## config.mk

```make
export PLATFORM = sky130hd
export DESIGN_NAME = rvas_addsub
export DESIGN_NICKNAME = d
export VERILOG_FILES = /design/src/rtl/rvas_pkg.sv /design/src/rtl/rvas_cell.sv /design/src/rtl/rvas_chain.sv /design/src/rtl/rvas_addsub.sv
export SDC_FILE = /design/constraint.sdc
export NUM_CORES = 1
export LEC_CHECK = 0
export ABC_AREA = 1
export CORE_MARGIN = 2
export CORE_UTILIZATION = 50
export DETAILED_ROUTE_END_ITERATION = 10
export HOLD_SLACK_MARGIN = 0.08
export PLACE_DENSITY = 0.91
export SETUP_SLACK_MARGIN = 0.2
export SYNTH_ARGS = -nofsm -noshare
export SYNTH_HDL_FRONTEND = slang
export SYNTH_HIERARCHICAL = 1
export SYNTH_SLANG_ARGS = --single-unit
```

## constraint.sdc

```tcl
create_clock -name clk -period 21 [get_ports clk]
set_input_delay 3.15 -clock clk [delete_from_list [all_inputs] [get_ports clk]]
set_output_delay 3.15 -clock clk [all_outputs]
set_load 0.005 [all_outputs]
```

## src/rtl/rvas_pkg.sv

```systemverilog
package rvas_pkg;

    localparam int unsigned RVAS_WIDTH = 16;

    typedef enum logic {
        OP_ADD = 1'b0,
        OP_SUB = 1'b1
    } rvas_op_e;

    // Four lines into a reversible cell
    typedef struct packed {
        rvas_op_e ctl;   // control line
        logic     x;     // first operand bit
        logic     y;     // second operand bit
        logic     z;     // incoming carry / borrow
    } rvas_cell_in_t;

    // Four lines out of a reversible cell
    typedef struct packed {
        logic thru;      // pass-through of x
        logic aux;       // y when adding, ~z when subtracting
        logic cb;        // outgoing carry / borrow
        logic bit_res;   // sum or difference bit
    } rvas_cell_out_t;

    function automatic logic rvas_xor3(input logic p, input logic q, input logic r);
        return p ^ q ^ r;
    endfunction

endpackage

```

## src/rtl/rvas_cell.sv

```systemverilog
module rvas_cell
    import rvas_pkg::*;
(
    input  rvas_cell_in_t  cin_s,
    output rvas_cell_out_t cout_s
);
    logic ctl_b;
    logic sel_x;
    logic yz_diff;
    logic yz_both;

    assign ctl_b   = (cin_s.ctl == OP_SUB);
    assign sel_x   = ctl_b ^ cin_s.x;
    assign yz_diff = cin_s.y ^ cin_s.z;
    assign yz_both = cin_s.y & cin_s.z;

    always_comb begin
        cout_s.thru    = cin_s.x;
        cout_s.aux     = ctl_b ? ~cin_s.z : cin_s.y;
        cout_s.cb      = (sel_x & yz_diff) ^ yz_both;
        cout_s.bit_res = rvas_xor3(cin_s.x, cin_s.y, cin_s.z);
    end

endmodule

```

## src/rtl/rvas_chain.sv

```systemverilog
module rvas_chain
    import rvas_pkg::*;
#(
    parameter int unsigned WIDTH = RVAS_WIDTH
) (
    input  logic               mode,
    input  logic [WIDTH-1:0]   opa,
    input  logic [WIDTH-1:0]   opb,
    input  logic               cbin,
    output logic [WIDTH-1:0]   res,
    output logic               cbout,
    output logic [2*WIDTH-1:0] garb
);
    logic [WIDTH:0] link;

    assign link[0] = cbin;

    for (genvar i = 0; i < WIDTH; i++) begin : g_cell
        rvas_cell_in_t  ci;
        rvas_cell_out_t co;

        always_comb begin
            ci.ctl = rvas_op_e'(mode);
            ci.x   = opa[i];
            ci.y   = opb[i];
            ci.z   = link[i];
        end

        rvas_cell u_cell (
            .cin_s  (ci),
            .cout_s (co)
        );

        assign res[i]         = co.bit_res;
        assign link[i+1]      = co.cb;
        assign garb[2*i]      = co.thru;
        assign garb[2*i+1]    = co.aux;
    end

    assign cbout = link[WIDTH];

endmodule

```

## src/rtl/rvas_addsub.sv

```systemverilog
module rvas_addsub
    import rvas_pkg::*;
#(
    parameter int unsigned WIDTH = RVAS_WIDTH
) (
    input  logic               clk,
    input  logic               rst,
    input  logic               en_i,
    input  logic               mode_i,
    input  logic [WIDTH-1:0]   a_i,
    input  logic [WIDTH-1:0]   b_i,
    input  logic               cin_i,
    output logic [WIDTH-1:0]   res_o,
    output logic               cout_o,
    output logic [2*WIDTH-1:0] garbage_o
);
    localparam int unsigned GW = 2 * WIDTH;
    localparam int unsigned EW = WIDTH + 1;

    // operands gated so an idle unit keeps its chain quiet
    logic             g_mode;
    logic [WIDTH-1:0] g_a;
    logic [WIDTH-1:0] g_b;
    logic             g_cin;

    assign g_mode = mode_i & en_i;
    assign g_a    = a_i & {WIDTH{en_i}};
    assign g_b    = b_i & {WIDTH{en_i}};
    assign g_cin  = cin_i & en_i;

    logic [WIDTH-1:0] c_res;
    logic             c_cout;
    logic [GW-1:0]    c_garb;

    rvas_chain #(.WIDTH(WIDTH)) u_chain (
        .mode  (g_mode),
        .opa   (g_a),
        .opb   (g_b),
        .cbin  (g_cin),
        .res   (c_res),
        .cbout (c_cout),
        .garb  (c_garb)
    );

    always_ff @(posedge clk) begin
        if (rst) begin
            res_o     <= '0;
            cout_o    <= 1'b0;
            garbage_o <= '0;
        end else if (en_i) begin
            res_o     <= c_res;
            cout_o    <= c_cout;
            garbage_o <= c_garb;
        end else begin
            res_o     <= '0;
            cout_o    <= 1'b0;
            garbage_o <= '0;
        end
    end

    // sum with carry
    a_r1_sum: assert property (@(posedge clk) disable iff (rst)
        en_i && !mode_i |=> {cout_o, res_o} ==
            ({1'b0, $past(a_i)} + {1'b0, $past(b_i)} + EW'($past(cin_i))));

    // difference modulo 2^WIDTH
    a_r2_diff: assert property (@(posedge clk) disable iff (rst)
        en_i && mode_i |=> res_o == ($past(a_i) - $past(b_i) - WIDTH'($past(cin_i))));

    // borrow out
    a_r3_borrow: assert property (@(posedge clk) disable iff (rst)
        en_i && mode_i |=> cout_o ==
            ({1'b0, $past(a_i)} < ({1'b0, $past(b_i)} + EW'($past(cin_i)))));

    // pass-through lines
    for (genvar k = 0; k < WIDTH; k++) begin : g_chk
        a_r4_pass: assert property (@(posedge clk) disable iff (rst)
            en_i |=> garbage_o[2*k] == $past(a_i[k]));
    end

    // idle unit reads zero
    a_r6_idle_zero: assert property (@(posedge clk) disable iff (rst)
        !en_i |=> (res_o == '0) && !cout_o && (garbage_o == '0));

    // reset clears outputs
    a_r7_reset_zero: assert property (@(posedge clk)
        rst |=> (res_o == '0) && !cout_o && (garbage_o == '0));

endmodule

```

# Word level (Yosys, flattened, before mapping)
# Cells that the tools add are included.
# totals
output_inout_bits	49
in_bits	37
ff_bits	49
elab_cells	153
# classes
muxes	16
bitwise	133
n_reduce_logical	1
# ops
cell	n
1-bit bitwise XOR	80
1-bit AND	34
16-bit AND	2
1-bit inverter	17
1-bit 2-to-1 mux	16
2-bit OR reduction	1

# Logic depth before layout (Yosys ltp)
# depth
word_depth	49
mapped_depth	71
depth_no_buf	69

# Modules after synthesis
# The synthesis kept the hierarchy.
# modules_own_cells
module	seq_area_each_um2	cells_per_inst	area_each_um2	instances
rvas_addsub	980.9	226	1699.1	1
rvas_cell	0.0	19	95.1	16

# Least setup slack after synthesis
# Ideal clock, no wire load.
# synth_path
path_type	in2reg
startpoint	input en_i
endpoint	register cout_o
required_time_ns	20.936
setup_ns	0.064
arrival_ns	11.737
stages	71
path_slack_ns	9.199
n_path_buf	2
cell_sequence	buf_4 buf_2 nand2_1 inv_1 inv_1 nand2_1 nand3_1 nand2_1 nand2_1 ha_1 nand3_1 nand2_1 nand2_1 ha_1 nand3_1 nand2_1 nand2_1 ha_1 (+35 left out) ha_1 nand3_1 nand2_1 nand2_1 ha_1 nand3_1 nand2_1 nand2_1 ha_1 nand3_1 nand2_1 nand2_1 ha_1 nand3_1 nand2_1 nand2_1 inv_1 nor2_1
# synth_lines
element	line	text
from (decl)	rvas_addsub.sv:8	input logic en_i,
to (signal assigned)	rvas_addsub.sv:52	cout_o <= c_cout;
to (decl)	rvas_addsub.sv:14	output logic cout_o,

==> out/qor.yml <==
worstPathArrival_ns: 13.55
cpMostUsedCell: "nand2_1"
area_delta_synth_final_pct: 27.2
grt_overflow_total: 0
grt_use_total_pct: 19.9
grt_pass1_vias: 3048
status: "finished clean"
grt_max_degree: 50
drive_gt1_share_pct: 3.51
antenna_found_initial: 0
synth_compound_area_share_pct: 2.49
root_buffer: "clkbuf_8"
placementRows: 29
maxSlewViolCount: 0
port-buffer-count: 85
critPathMaxFanout: 35
first_iter_violations: 151
min_period_over_period_pct: 63.8
ir_drop_uv: 29.0
drt-total-wl_um: 7020
worst_slack_ns: 7.60
power.switching_uw: 64.8
htreeDepth: 2
cts-buffers-inserted: 5
floorplan.initialDensity_pct: 51.3
critPathMaxStageDelay_ns: 0.74
cp_data_required_time_ns: 21.15
finalNetCount: 651
dp_slack_ns: 7.41
synth_top_family_by_area: "simple AND/OR/NAND/NOR gates"
power_frac_seq_pct: 44.3
worst_pin_slew_ns: 1.03
setup_viol: 0
routabilityCongestion: 0.762
synthCells: 530
route.detailed.drc: 0
ctsHoldBuffers: 0
yosys.area_share.simple_pct: 39.9
mappedNetlistNets: 583
seqCellArea_um2: 981
die_height_um: 84.3
switching_share_pct: 29.2
dieArea_mm2: 0.00710
drt-pass1-iter-count: 5
dp_hpwl_um: 5230
cts-resized-gates: 0
ant_nets: 0
p_leak_uw: 0.00216
wire_per_inst_um: 10.4
synth-xor-area-share_pct: 0
clk_path_buf_depth: 2
grt_pass1_wl_um: 11900
cts_tree: "yes"
die_w_um: 84.3
finalCriticalPeriod_ns: 13.40
p_int_uw: 157
yosys_register_bits: 49
avgSynthCellArea_um2: 6.08
endpoint: "cout_o"
hold_class: "primary input to flop"
mostFrequentLayoutCell: "nand2_1"
ys_warn_count: 6
startpoint_type: "primary input"
fmax_mhz: 74.6
cap_violations: 0
setup.worst_path.start: "en_i"
holdWs_ns: 3.52
rsz0062_at_grt: "no"
most-common-layout-cells: "nand2_1 (178), inv_1 (131), clkdlybuf4s50_1 (85)"
viasPerCell: 4.66
synth.mux.area_fraction_pct: 0
timing_hold_violations_final: 0
relSlewSlack_pct: 31.3
synth_adder_area_share_pct: 6.22
syn_area_mm2: 0.00322
antenna_cells: 0
io_pins: 86
clock-sinks: 49
nFillCells: 571
core_area_mm2: 0.00628
combPwrFrac_pct: 29.0
slowest_stage: "inv_1"
routed-via-count: 3153
cp-end-kind: "flop"
ys_seq_area_share_pct: 30.5
final.setup.tns_ns: 0
clkTransAtPathRegs_ns: 0.09
pwr-share-clk_pct: 26.7
path_class: "primary input to flop"
postCtsSetupBuffers: 0
multi_input_area_mm2: 0.00156
synthDistinctLibCells: 16
power-per-cell-area_mw_per_mm2: 54.2
## how the worst min path moves through the flow
stage	cells after the start	startpoint	endpoint
finish	5	a_i[11]	garbage_o[22]
global route	5	a_i[12]	garbage_o[24]
CTS	5	a_i[11]	garbage_o[22]
detailed placement	5	a_i[5]	garbage_o[10]
global placement	5	a_i[1]	garbage_o[2]
floorplan	0	cout_o	cout_o
## worst max-delay path: cells and delay by family
| kind | cells | cell delay [ns] |
|---|---|---|
| buffers and inverters | 5 | 1.76 |
| adders and majority gates | 15 | 4.75 |
| and+or+nand+nor | 50 | 3.86 |
## per-stage QoR
step / instance area [µm²] / utilization (%) / std cells / total power, µW
floorplan: 3220 / - / 530 / 143
global placement: 4000 / 63.6 / 668 / 160
detailed placement: 4000 / 63.6 / 668 / 164
CTS: 4100 / 65.3 / 676 / 225
global route: 4100 / 65.3 / 676 / 238
finish: 4100 / 65.3 / 676 / 222
## power by group through the flow
stage	clock (µW)	sequential (µW)	combinational, µW
after floorplan	0	101	42.4
after global placement	0	100	60.1
after detailed placement	0	100	63.6
after CTS	62.2	98.3	64.1
after global routing	66.0	98.8	72.9
final	59.3	98.3	64.4
## registers in the layout (all words and copies together) (netlist names)
| signal | flops |
|---|---|
| res_o | 16 |
| cout_o | 1 |
| garbage_o | 32 |
## synth_stat cells
cell type	number	area share (%)
nand3_1	16	2.5
inv_1	131	15
nand4_1	16	3.1
buf_2	6	0.93
nor2_1	39	4.5
ha_1	16	6.2
or2_1	16	3.1
nand3b_1	16	3.7
nand2_1	178	21
buf_4	17	4.0
nand2_2	1	0.19
dfxtp_1	49	30
inv_2	1	0.12
o21ai_0	16	2.5
nor2_2	10	1.9
buf_6	2	0.70
## final cells by class
| cell class | instances | area share [%] |
|---|---|---|
| well taps | 77 | 2.35 |
| inverters | 132 | 12.1 |
| clock buffers | 7 | 2.35 |
| multi-input cells | 324 | 38.2 |
| repair buffers | 86 | 21.0 |
| clock inverters | 1 | 0.122 |
| flip-flops and latches | 49 | 23.9 |
## cells by family (layout without fill, tap and decap cells)
kind of cell               after synthesis  in the layout
AOI/OAI and AO/OA                       16             16
adders and majority gates               16             16
buffers and inverters                  157            226
DFF                                     49             49
and+or+nand+nor                        292            292
## per-layer routing
metal	share of wire (%)	vias to the layer above	GRT usage, %
met1	41	1384	19.6
met3	3.4	18	3.74
met5	0	-	0
li1	-	1670	-
met4	2.9	0	10.1
met2	52	81	39.0
Note: power is estimated with default switching activity, not from simulation.
